File: config.mk
export PLATFORM = sky130hd
export DESIGN_NAME = pmu_counter_unit
export DESIGN_NICKNAME = d
export VERILOG_FILES = /design/src/rtl/pmu_pkg.sv /design/src/rtl/pmu_event_counter.sv /design/src/rtl/pmu_cycle_counter.sv /design/src/rtl/pmu_counter_unit.sv
export SDC_FILE = /design/constraint.sdc
export NUM_CORES = 1
export LEC_CHECK = 0
export BUFFER_PORTS_ARGS = -buffer_cell sky130_fd_sc_hd__buf_2
export CAP_MARGIN = 25
export CORE_MARGIN = 2
export CORE_UTILIZATION = 58
export CTS_BUF_LIST = sky130_fd_sc_hd__clkbuf_8
export CTS_CLUSTER_DIAMETER = 40
export DETAILED_ROUTE_END_ITERATION = 10
export GPL_TIMING_DRIVEN = 0
export MAX_ROUTING_LAYER = met4
export PLACE_DENSITY_LB_ADDON = 0.08
export RECOVER_POWER = 50
export SKIP_LAST_GASP = 1
export SYNTH_ARGS = -nofsm -noshare
export SYNTH_HDL_FRONTEND = slang
export SYNTH_SLANG_ARGS = --single-unit
File: constraint.sdc
create_clock -name clk -period 2.41 [get_ports clk]
set_input_delay 0.1205 -clock clk [delete_from_list [all_inputs] [get_ports clk]]
set_output_delay 0.1205 -clock clk [all_outputs]
set_load 0.02 [all_outputs]
File: src/rtl/pmu_pkg.sv
package pmu_pkg;
  localparam logic [3:0] A_CTRL   = 4'd0;
  localparam logic [3:0] A_EN_SET = 4'd1;
  localparam logic [3:0] A_EN_CLR = 4'd2;
  localparam logic [3:0] A_IE_SET = 4'd3;
  localparam logic [3:0] A_IE_CLR = 4'd4;
  localparam logic [3:0] A_OVF    = 4'd5;
  localparam logic [3:0] A_SEL    = 4'd6;
  localparam logic [3:0] A_EVCNT  = 4'd7;
  localparam logic [3:0] A_EVTYPE = 4'd8;
  localparam logic [3:0] A_CYCCNT = 4'd9;
  localparam logic [3:0] A_SWINC  = 4'd10;

  localparam logic [31:0] TYPE_MASK = 32'hC800_03FF;
  localparam int          NO_L1_BIT = 31;
  localparam int          NO_L0_BIT = 30;
  localparam int          L2_ON_BIT = 27;
  localparam logic [9:0]  EV_CYCLES = 10'h011;
  localparam logic [9:0]  EV_SOFT   = 10'h000;
  localparam logic [5:0]  CTRL_KEEP = 6'b111001;
  localparam int          CYC_BIT   = 31;
endpackage

File: src/rtl/pmu_event_counter.sv
module pmu_event_counter
  import pmu_pkg::*;
#(
  parameter int NUM_EVENTS = 32
) (
  input  logic                  clk,
  input  logic                  rst_n,
  input  logic                  run,
  input  logic [NUM_EVENTS-1:0] evt_bus,
  input  logic [1:0]            el,
  input  logic                  sw_inc,
  input  logic                  clr,
  input  logic                  wr_cnt,
  input  logic                  wr_type,
  input  logic [31:0]           wdata,
  output logic [31:0]           count_q,
  output logic [31:0]           type_q,
  output logic                  wrap
);
  logic [9:0] evnum;
  logic       bus_bit;
  logic       hit;
  logic       allow;
  logic       inc;

  assign evnum = type_q[9:0];

  always_comb begin
    bus_bit = 1'b0;
    for (int i = 0; i < NUM_EVENTS; i++)
      if (evnum == 10'(i)) bus_bit = evt_bus[i];
  end

  always_comb begin
    if (evnum == EV_CYCLES)     hit = 1'b1;
    else if (evnum == EV_SOFT)  hit = sw_inc;
    else                        hit = bus_bit;
  end

  always_comb begin
    case (el)
      2'd0:    allow = !type_q[NO_L0_BIT];
      2'd1:    allow = !type_q[NO_L1_BIT];
      2'd2:    allow = type_q[L2_ON_BIT];
      default: allow = 1'b1;
    endcase
  end

  assign inc  = run && hit && allow;
  assign wrap = inc && !clr && !wr_cnt && (count_q == 32'hFFFF_FFFF);

  always_ff @(posedge clk or negedge rst_n) begin
    if (!rst_n) begin
      count_q <= '0;
      type_q  <= '0;
    end else begin
      if (clr)         count_q <= '0;
      else if (wr_cnt) count_q <= wdata;
      else if (inc)    count_q <= count_q + 32'd1;
      if (wr_type)     type_q  <= wdata & TYPE_MASK;
    end
  end

  a_r8_hold_when_stopped: assert property (@(posedge clk) disable iff (!rst_n)
    (!run && !clr && !wr_cnt) |=> $stable(count_q));
  a_r11_wrap_to_zero: assert property (@(posedge clk) disable iff (!rst_n)
    wrap |=> (count_q == 32'd0));
  a_r3_clear_empties: assert property (@(posedge clk) disable iff (!rst_n)
    clr |=> (count_q == 32'd0));
endmodule

File: src/rtl/pmu_cycle_counter.sv
module pmu_cycle_counter #(
  parameter int PRESCALE = 64
) (
  input  logic        clk,
  input  logic        rst_n,
  input  logic        run,
  input  logic        div_en,
  input  logic        clr,
  input  logic        wr_cnt,
  input  logic [31:0] wdata,
  output logic [31:0] count_q,
  output logic        wrap
);
  localparam int PW = $clog2(PRESCALE);
  localparam logic [PW-1:0] PRE_LAST = PW'(PRESCALE - 1);

  logic [PW-1:0] presc_q;
  logic          tick;
  logic          inc;

  assign tick = !div_en || (presc_q == PRE_LAST);
  assign inc  = run && tick;
  assign wrap = inc && !clr && !wr_cnt && (count_q == 32'hFFFF_FFFF);

  always_ff @(posedge clk or negedge rst_n) begin
    if (!rst_n) begin
      presc_q <= '0;
      count_q <= '0;
    end else begin
      if (clr)                 presc_q <= '0;
      else if (run && div_en)  presc_q <= (presc_q == PRE_LAST) ? '0 : presc_q + 1'b1;
      if (clr)                 count_q <= '0;
      else if (wr_cnt)         count_q <= wdata;
      else if (inc)            count_q <= count_q + 32'd1;
    end
  end

  a_r4_prescale_holds: assert property (@(posedge clk) disable iff (!rst_n)
    (div_en && presc_q != PRE_LAST && !clr && !wr_cnt) |=> $stable(count_q));
  a_r11_cyc_wrap_zero: assert property (@(posedge clk) disable iff (!rst_n)
    wrap |=> (count_q == 32'd0));
endmodule

File: src/rtl/pmu_counter_unit.sv
module pmu_counter_unit
  import pmu_pkg::*;
#(
  parameter int NUM_CNT    = 4,
  parameter int NUM_EVENTS = 32,
  parameter int PRESCALE   = 64
) (
  input  logic                  clk,
  input  logic                  rst_n,
  input  logic                  reg_wr,
  input  logic [3:0]            reg_addr,
  input  logic [31:0]           reg_wdata,
  output logic [31:0]           reg_rdata,
  input  logic [NUM_EVENTS-1:0] evt_bus,
  input  logic [1:0]            el,
  output logic                  irq
);
  localparam logic [31:0] IMPL_MASK = 32'h8000_0000 | ((32'h1 << NUM_CNT) - 32'h1);

  logic [5:0]  ctrl_q;
  logic [31:0] cnt_en_q, irq_en_q, ovf_q;
  logic [4:0]  sel_q;

  logic wr_ctrl, wr_en_set, wr_en_clr, wr_ie_set, wr_ie_clr;
  logic wr_ovf, wr_sel, wr_evcnt, wr_evtype, wr_cyc, wr_swinc;

  assign wr_ctrl   = reg_wr && (reg_addr == A_CTRL);
  assign wr_en_set = reg_wr && (reg_addr == A_EN_SET);
  assign wr_en_clr = reg_wr && (reg_addr == A_EN_CLR);
  assign wr_ie_set = reg_wr && (reg_addr == A_IE_SET);
  assign wr_ie_clr = reg_wr && (reg_addr == A_IE_CLR);
  assign wr_ovf    = reg_wr && (reg_addr == A_OVF);
  assign wr_sel    = reg_wr && (reg_addr == A_SEL);
  assign wr_evcnt  = reg_wr && (reg_addr == A_EVCNT);
  assign wr_evtype = reg_wr && (reg_addr == A_EVTYPE);
  assign wr_cyc    = reg_wr && (reg_addr == A_CYCCNT);
  assign wr_swinc  = reg_wr && (reg_addr == A_SWINC);

  logic [31:0]  evt_count [NUM_CNT];
  logic [31:0]  evt_type  [NUM_CNT];
  logic [NUM_CNT-1:0] evt_wrap;
  logic [31:0]  cyc_count;
  logic         cyc_wrap;
  logic [31:0]  wrap_vec;

  for (genvar g = 0; g < NUM_CNT; g++) begin : g_evt
    pmu_event_counter #(.NUM_EVENTS(NUM_EVENTS)) u_cnt (
      .clk     (clk),
      .rst_n   (rst_n),
      .run     (ctrl_q[0] && cnt_en_q[g]),
      .evt_bus (evt_bus),
      .el      (el),
      .sw_inc  (wr_swinc && reg_wdata[g]),
      .clr     (wr_ctrl && reg_wdata[1]),
      .wr_cnt  (wr_evcnt && (sel_q == 5'(g))),
      .wr_type (wr_evtype && (sel_q == 5'(g))),
      .wdata   (reg_wdata),
      .count_q (evt_count[g]),
      .type_q  (evt_type[g]),
      .wrap    (evt_wrap[g])
    );
  end

  pmu_cycle_counter #(.PRESCALE(PRESCALE)) u_cyc (
    .clk     (clk),
    .rst_n   (rst_n),
    .run     (ctrl_q[0] && cnt_en_q[CYC_BIT]),
    .div_en  (ctrl_q[3]),
    .clr     (wr_ctrl && reg_wdata[2]),
    .wr_cnt  (wr_cyc),
    .wdata   (reg_wdata),
    .count_q (cyc_count),
    .wrap    (cyc_wrap)
  );

  always_comb begin
    wrap_vec = '0;
    for (int i = 0; i < NUM_CNT; i++) wrap_vec[i] = evt_wrap[i];
    wrap_vec[CYC_BIT] = cyc_wrap;
  end

  always_ff @(posedge clk or negedge rst_n) begin
    if (!rst_n) begin
      ctrl_q   <= '0;
      cnt_en_q <= '0;
      irq_en_q <= '0;
      ovf_q    <= '0;
      sel_q    <= '0;
    end else begin
      if (wr_ctrl)   ctrl_q   <= reg_wdata[5:0] & CTRL_KEEP;
      if (wr_en_set) cnt_en_q <= cnt_en_q | (reg_wdata & IMPL_MASK);
      if (wr_en_clr) cnt_en_q <= cnt_en_q & ~reg_wdata;
      if (wr_ie_set) irq_en_q <= irq_en_q | (reg_wdata & IMPL_MASK);
      if (wr_ie_clr) irq_en_q <= irq_en_q & ~reg_wdata;
      if (wr_sel)    sel_q    <= reg_wdata[4:0];
      ovf_q <= (ovf_q & ~(wr_ovf ? reg_wdata : 32'h0)) | wrap_vec;
    end
  end

  logic [31:0] sel_count, sel_type;
  always_comb begin
    sel_count = '0;
    sel_type  = '0;
    for (int i = 0; i < NUM_CNT; i++)
      if (sel_q == 5'(i)) begin
        sel_count = evt_count[i];
        sel_type  = evt_type[i];
      end
  end

  always_comb begin
    case (reg_addr)
      A_CTRL:             reg_rdata = {16'h0, 5'(NUM_CNT), 5'h0, ctrl_q};
      A_EN_SET, A_EN_CLR: reg_rdata = cnt_en_q;
      A_IE_SET, A_IE_CLR: reg_rdata = irq_en_q;
      A_OVF:              reg_rdata = ovf_q;
      A_SEL:              reg_rdata = {27'h0, sel_q};
      A_EVCNT:            reg_rdata = sel_count;
      A_EVTYPE:           reg_rdata = sel_type;
      A_CYCCNT:           reg_rdata = cyc_count;
      default:            reg_rdata = 32'h0;
    endcase
  end

  assign irq = |(ovf_q & irq_en_q);

  a_r11_flags_sticky: assert property (@(posedge clk) disable iff (!rst_n)
    !wr_ovf |=> ((ovf_q & $past(ovf_q)) == $past(ovf_q)));
  a_r5_set_keeps_bits: assert property (@(posedge clk) disable iff (!rst_n)
    (wr_en_set && !wr_en_clr) |=> ((cnt_en_q & $past(cnt_en_q)) == $past(cnt_en_q)));
  a_r12_irq_needs_flag: assert property (@(posedge clk) disable iff (!rst_n)
    irq |-> (ovf_q != 32'h0 && irq_en_q != 32'h0));
endmodule

# Yosys cells after proc, flatten, opt, wreduce, memory -nomap -nowiden
# Index checks and enable logic that the tools add are counted.
# classes
addsub	6
n_eq_ne	145
n_mux	164
bitwise_logic	9
n_reduce_logical	90
# ops
operator	n
32-bit 2-to-1 mux	28
10-bit by 5-bit equality test with 1-bit output, second input constant	64
10-bit by 4-bit equality test with 1-bit output, second input constant	32
32-bit one-hot mux with 8 select lines	1
32-bit by 1-bit adder with 32-bit output, second input constant	5
10-bit by 3-bit equality test with 1-bit output, second input constant	16
32-bit equality test, second input constant	5
32-bit bitwise AND	4
1-bit 2-to-1 mux	128
32-bit OR	3
10-bit by 2-bit equality test with 1-bit output, second input constant	8
32-bit NOT	2
1-bit logical AND	55
10-bit by 1-bit equality test with 1-bit output, second input constant	4
10-bit logical NOT	4
32-bit OR reduction	1
6-bit 2-to-1 mux	3
4-bit by 3-bit equality test with 1-bit output, second input constant	4
1-bit logical NOT	16
3-bit nonzero test	5
4-bit equality test, second input constant	3
1-bit one-hot mux with 3 select lines	4
5-bit by 2-bit equality test with 1-bit output, second input constant	2
4-bit by 2-bit equality test with 1-bit output, second input constant	2
other kinds (12)	15
# word_totals
regBits	323
input_bits	73
out_inout_bits	33
word_cells	429

# Depth between registers and ports, before layout
# Gate-level depths: netlist (run 1).
# logic_depth
depth_word	39
mapped_depth	13

# By module
# Synthesis (run 1) repeated with hierarchy kept, for this count alone.
# hier_totals
cells_unflattened	2635
area_unflattened_um2	23687.7
# by_module_without_submodules
mod	instances	cells_per_inst	area_each_um2
pmu_event_counter	4	424	3557.2
pmu_counter_unit	1	678	7158.1
pmu_cycle_counter	1	261	2301.0

# Least setup slack after synthesis (run 1)
# Ideal clock, no wire load.
# synth_timing
path_kind	reg2reg
start	register g_evt[1].u_cnt.count_q[7]
end	register g_evt[1].u_cnt.count_q[31]
arrival_time_ps	2556
t_required_ps	2328
path_slack_ps	-228
stages_incl_launch_ff	10
synth_period_minus_slack_ps	2638
cell_sequence	dfrtp_1 -> and4_4 -> nand4_2 -> or4_4 -> nor3_4 -> and3_4 -> nand4_4 -> or3_4 -> or3_1 -> a31oi_1
# synth_via
elab_chain_cells	4
# synth_lines
element	line	source
from (decl)	pmu_event_counter.sv:16	output logic [31:0] count_q,
from (signal assigned)	pmu_event_counter.sv:58	else if (wr_cnt) count_q <= wdata;
from (signal assigned)	pmu_event_counter.sv:59	else if (inc) count_q <= count_q + 32'd1;
32-bit by 1-bit adder with 32-bit output	pmu_event_counter.sv:59	
32-bit 2-to-1 mux	pmu_event_counter.sv:59	
32-bit 2-to-1 mux	pmu_event_counter.sv:58	
32-bit 2-to-1 mux	pmu_event_counter.sv:57	if (clr) count_q <= '0;
# Every way passes these cells. The select of a mux whose other input is x is not followed.
# A chain may end at the register's enable or synchronous reset.

# Worst setup path after layout (run 1)
# layout_timing
start	register g_evt[2].u_cnt.type_q[0]
end	register g_evt[2].u_cnt.count_q[6]
# layout_via
elab_chain_cells	36
# layout_lines
element	line	source
from (decl)	pmu_event_counter.sv:17	output logic [31:0] type_q,
from (signal assigned)	pmu_event_counter.sv:60	if (wr_type) type_q <= wdata & TYPE_MASK;
10-bit by 1-bit equality test with 1-bit output	pmu_event_counter.sv:31	if (evnum == 10'(i)) bus_bit = evt_bus[i];
1-bit 2-to-1 mux (30 in series)	pmu_event_counter.sv:31	
1-bit 2-to-1 mux	pmu_event_counter.sv:36	else if (evnum == EV_SOFT) hit = sw_inc;
1-bit 2-to-1 mux *	pmu_event_counter.sv:35	if (evnum == EV_CYCLES) hit = 1'b1;
1-bit logical AND * (2 in series)	pmu_event_counter.sv:49	assign inc = run && hit && allow;
3-bit nonzero test (no source line) *	--	
to (signal assigned)	pmu_event_counter.sv:58	
to (signal assigned)	pmu_event_counter.sv:59	
to (decl)	pmu_event_counter.sv:16	
# Every way passes the cells marked *; elsewhere a longest branch is shown, timed or not.

==> results of run 1 <==
==> cells in the mapped netlist, types with 20 or more instances <==
| cell | count | area [um^2] |
|---|---|---|
| nand2_1 | 180 | 676 |
| a21boi_0 | 82 | 616 |
| nor2_1 | 160 | 601 |
| and3_1 | 39 | 244 |
| o211ai_1 | 24 | 180 |
| a22oi_1 | 30 | 225 |
| xor2_1 | 82 | 718 |
| nor3_1 | 46 | 230 |
| and2_1 | 20 | 125 |
| mux2_2 | 69 | 777 |
| a222oi_1 | 25 | 250 |
| o21ai_0 | 196 | 981 |
| nand3_1 | 104 | 521 |
| dfrtp_1 | 323 | 8080 |
| xnor2_1 | 71 | 622 |
| inv_1 | 30 | 113 |
| mux2i_1 | 24 | 240 |
| a211oi_1 | 33 | 248 |
| nand4_1 | 52 | 325 |
| clkbuf_1 | 141 | 529 |
| a21oi_1 | 175 | 876 |
| mux4_2 | 23 | 518 |
==> flip-flops by register name, indices dropped and copies added, names as in the netlist, named ones only <==
signal               count
irq_en_q                27
ovf_q                   32
sel_q                    5
u_cyc.count_q           32
cnt_en_q                27
ctrl_q                   4
g_evt.u_cnt.count_q    128
g_evt.u_cnt.type_q      52
u_cyc.presc_q            6
==> cell type report <==
class	count	area [um^2]
Fill cell	2074	6950
Timing Repair Buffer	269	2550
Buffer	156	1080
Inverter	30	113
Clock buffer	78	1070
Multi-Input combinational cell	1631	12600
Antenna cell	5	12.5
Sequential cell	323	8110
Clock inverter	28	231
Tap cell	448	561
==> per-stage QoR <==
stage / power (uW) / area, um^2
final: 18700 / 26300
after detailed placement: 10900 / 20700
after global routing: 19200 / 26300
after floorplan: 9480 / 19500
after global placement: 10800 / 20600
after CTS: 17600 / 24900
==> worst max-delay path, cell delays in order (launching register included) <==
cell       delay [ps]
dfrtp_1           370
buf_6             140
or4_1             460
nand4_1           120
a21oi_2            50
o32ai_2           310
a22oi_2           100
buf_6             160
o2111ai_4         470
buf_6             180
buf_8             150
buf_6             110
xor2_1            170
a21oi_1            80
==> routing by layer <==
layer / part of all wire, % / global-route usage [%] / vias to the layer above
met1: 36 / 60.6 / 10200
met3: 15 / 15.7 / 487
li1: - / - / 8552
met2: 43 / 67.4 / 1805
met5: 0 / - / -
met4: 6.7 / 20.8 / 0
==> path summary, 6_finish.rpt <==
kind	slack, ps	endpoint	startpoint
max	-590	g_evt[2].u_cnt.count_q[6]	g_evt[2].u_cnt.type_q[0]
min	-30	ctrl_q[4]	reg_addr[1]
max reg2reg	-590	g_evt[2].u_cnt.count_q[6]	g_evt[2].u_cnt.type_q[0]
min reg2reg	480	ctrl_q[5]	ctrl_q[5]
max in group asynchronous	260	u_cyc.count_q[13]	rst_n
min in group asynchronous	350	g_evt[2].u_cnt.count_q[2]	rst_n
==> report_power, final <==
| group | total, uW | internal [uW] | switching (uW) | leakage [uW] |
|---|---|---|---|---|
| combinational | 5400 | 2520 | 2890 | 0.00619 |
| clock | 5840 | 3220 | 2620 | 0.000719 |
| sequential | 7450 | 6230 | 1230 | 0.00428 |
| total | 18700 | 12000 | 6730 | 0.0112 |
==> cells by family after synthesis <==
kind of cell | Yosys count | share of synthesized area (%)
muxes | 116 | 7.88
and+or+nand+nor | 701 | 18.0
DFF | 323 | 41.5
AOI/OAI and AO/OA | 655 | 21.2
buffers and inverters | 204 | 4.20
xor gates and xnor gates | 153 | 6.88
adders and majority gates | 6 | 0.385
==> repair_timing <==
action,4_1_cts,5_1_grt
buffers inserted,73,59
pin swaps,208,186
setup endpoints to repair,230,195
hold buffers,31,0
resized for setup,480,270
endpoints found under the hold margin,287,0
cloned,12,1
==> results.yml, run 1 <==
clocking:
  root_buffer: "clkbuf_8"
  clockBufferDepth: 3
  cts_sinks: 323
  insertion_delay_ps: 690
  cts_buffers: 58
  cts.htree.levels: 2
  cts_tree: "yes"
  clk_pin_slew_ps: 70
yosys:
  netlist_instances: 2158
  synthArstFlopShare_pct: 100
  synth.net_count: 2237
  syn-cell-area_um2: 19500
  synth_warnings: 0
  yosysSeqAreaShare_pct: 41.5
  syn_avg_cell_area_um2: 9.02
  synth_enable_flop_cells: 0
  ys_dominant_reg_cell: "dfrtp_1"
  synth_cell_types: 83
  synth-seq-cells: 323
floorplanning:
  ios: 106
  rows: 67
  die_area_um2: 35100
  core_area_um2: 33300
  start_util_pct: 58.5
  die_w_um: 187
  die_height_um: 187
global_routing:
  grt_pass1_wl_mm: 121
  antenna_found_initial: 3
  grt_overflow: 0
  grt_pass1_vias: 19800
  track_usage_pct: 47.0
  grt_start_max_net_pins: 118
place:
  hpwl_mm: 56.1
  dp.cells: 2708
  dp_worst_setup_slack_ps: -1400
  place_congestion: 1.04
  io_buffers: 98
finish:
  finalNonFillerCells: 2968
  final_common_cell: "dfrtp_1"
  mostFrequentLayoutCells: "dfrtp_1 (305), o21ai_0 (171), nand2_1 (152)"
  area.growth.synth_to_final_pct: 35.2
  post-route-util_pct: 79.1
  drive_gt1_share_pct: 32.6
  nets: 2548
routing:
  antenna_left: 0
  routed_wirelength_mm: 85.4
  wl_per_cell_um: 28.8
  first_iter_violations: 3500
  via_per_inst: 7.09
  drc: 0
  drtPass1Iterations: 9
  num_vias: 21000
sta:
  worstMarginPinSlew_ps: 1520
  min_period_over_period_pct: 125
  rsz0062_at_grt: "true"
  setup_slack_ps: -591
  hold_violations: 4
  finalClockSkew_ps: 36.7
  setup_viol: 175
  slew_headroom_pct: -1.21
  fin_setup_tns_ps: -39810
  slew_violations: 84
  holdWs_ps: -34.9
  finalCriticalPeriod_ps: 3000
  fmax_ghz: 0.333
worst_setup_path:
  rr_worst_depth: 13
  setup.worst_path.end_class: "register"
  cp-start-kind: "register"
  worstSetupPathType: "reg2reg"
  path_max_fanout: 7
  worstPathRequired_ps: 2960
  arrival_ps: 3550
run_status:
  violations: "hold timing, slew limit, setup timing"
  outcome: "finished with violations"
hold_path:
  hold_path.class: "in2reg"
  hold_path_depth: 4
job:
  drv_cap: 0
power:
  vdd_drop_max_mv: 0.512
  p_leak_uw: 0.0112
  powerDensity_nw_per_um2: 710
Power figures use the tool's default switching activity.
==> run 2: changes to the inputs <==
- SKIP_LAST_GASP: 1 -> not set
==> results.yml, run 2 (synthesis results as in run 1) <==
clocking:
  cts_buffers: 58
  cts_tree: "yes"
  cts_sinks: 323
  insertion_delay_ps: 690
  clk_pin_slew_ps: 60
  root_buffer: "clkbuf_8"
  clockBufferDepth: 3
  cts.htree.levels: 2
worst_setup_path:
  path_common_cell: "buf_6"
  r2r-end: "g_evt[2].u_cnt.count_q[14]"
  cp_cell_sequence: "or4_1 -> nand4_1 -> a21oi_2 -> o32ai_2 -> a22oi_2 -> buf_6 -> o2111ai_4 -> buf_6 -> buf_12 -> nor2_4 -> xnor2_2 -> a21oi_1"
  path_buf_inv: 3
  crit_family: "compound AO/OA/AOI/OAI gates"
  arrival_ps: 3580
  path_max_fanout: 6
  critical-path-max-stage-delay_ps: 520
  cp-start-kind: "register"
  worstPathRequired_ps: 2980
  cp.depth: 12
  worstSetupPathType: "reg2reg"
  timing.rr.start: "g_evt[2].u_cnt.type_q[1]"
  rr_worst_depth: 12
  cp-startpoint: "g_evt[2].u_cnt.type_q[1]"
  slowest_stage: "or4_1"
  r2r_slack_ps: -600
  setup.worst_path.end_class: "register"
finish:
  mostFrequentLayoutCells: "dfrtp_1 (305), o21ai_0 (163), nand2_1 (150), a21oi_1 (150), nor2_1 (106)"
  nets: 2548
  top_regs: "g_evt.u_cnt.count_q x128, g_evt.u_cnt.type_q x52"
  drive_gt1_share_pct: 32.7
  top_register: "g_evt.u_cnt.count_q"
  final_common_cell: "dfrtp_1"
  area.growth.synth_to_final_pct: 35.1
  largest_reg_flops: 128
floorplanning:
  die_area_um2: 35100
  die_height_um: 187
  die_w_um: 187
  start_util_pct: 58.5
  rows: 67
  ios: 106
  core_area_um2: 33300
global_routing:
  grt_pass1_wl_mm: 121
  grt.met3_usage_pct: 15.6
  grt_start_max_net_pins: 118
  grt_overflow: 0
  grt_util_met1_pct: 60.8
  met2_usage_pct: 67.3
  busiest_layer: "met2"
  antenna_found_initial: 2
  grt_pass1_vias: 19800
  track_usage_pct: 47.0
sta:
  holdWs_ps: 88.4
  setup_slack_ps: -601
  rsz0062_at_grt: "true"
  finalClockSkew_ps: 25.4
  slew_headroom_pct: -5.26
  fin_setup_tns_ps: -38970
  slew_violations: 102
  finalCriticalPeriod_ps: 3010
  fmax_ghz: 0.332
  min_period_over_period_pct: 125
  worstMarginPinSlew_ps: 1580
  setup_viol: 171
  hold_violations: 0
power:
  p_leak_uw: 0.0112
  total_power_uw: 18600
  powerDensity_nw_per_um2: 706
  vdd_drop_max_mv: 0.507
place:
  hpwl_mm: 56.1
  io_buffers: 98
  place_congestion: 1.04
routing:
  via_per_inst: 7.07
  drtPass1Iterations: 10
  drc: 0
  routed_wirelength_mm: 84.2
  first_iter_violations: 3094
  wl_per_cell_um: 28.4
  antenna_left: 0
  num_vias: 21000
run_status:
  violations: "capacitance limit, slew limit, setup timing"
  outcome: "finished with violations"
hold_path:
  min_to: "ctrl_q[0]"
  hold_path.class: "in2reg"
  hold_start: "reg_addr[1]"
  hold_path_depth: 5
job:
  drv_cap: 1
## run 2: cell count changes in the layout (fill, tap and decap cells not counted), sizes merged
cell / delta
buf: +2
clkbuf: -2
diode: -3
## run 2: layout make-up
class	instances	area, um^2
Clock buffer	78	1070
Clock inverter	28	231
Buffer	159	1110
Antenna cell	2	5.00
Fill cell	2104	6980
Timing Repair Buffer	266	2540
Sequential cell	323	8110
Multi-Input combinational cell	1631	12600
Tap cell	448	561
Inverter	30	113
## run 2: worst max path at each step
stage,to,slack [ps]
3_3_place_gp,u_cyc.count_q[18],-5090
3_5_place_dp,reg_rdata[6],-1400
6_report,g_evt[2].u_cnt.count_q[14],-600
2_1_floorplan,g_evt[1].u_cnt.count_q[31],-230
5_1_grt,g_evt[2].u_cnt.count_q[14],-660
4_1_cts,reg_rdata[6],-430
## run 2: routing by layer
layer | part of all wire (%) | up-vias
li1 | - | 8558
met2 | 43 | 1776
met3 | 15 | 485
met5 | 0 | -
met1 | 36 | 10100
met4 | 6.5 | 0
## run 2: report_power, final
part	total (uW)	internal, uW	switching, uW	leakage (uW)
Clock	5810	3220	2590	0.000719
Combinational	5330	2490	2840	0.00618
Sequential	7430	6230	1210	0.00428
Total	18600	11900	6630	0.0112
## run 2: metrics by stage
step	cells	setup WS (ps)	utilization [%]	cell area [um^2]
floorplan	2158	-228	-	19500
global placement	2704	-5090	61.9	20600
global route	2965	-665	79.0	26300
finish	2965	-601	79.0	26300
CTS	2917	-434	75.0	25000
detailed placement	2708	-1400	62.1	20700
## run 2: repair_timing
item,4_1_cts,5_1_grt
gates resized for setup,502,264
pin swaps,221,161
cloned,12,1
endpoints found under the hold margin,287,0
endpoints found under the setup margin,230,194
setup buffers,73,62
hold buffers,31,0
## run 2: worst min-delay path: stages
cell and delay, ps:
clkbuf_1 100, clkbuf_2 270, nor3_2 140, nand2_1 70
nand2_1 40
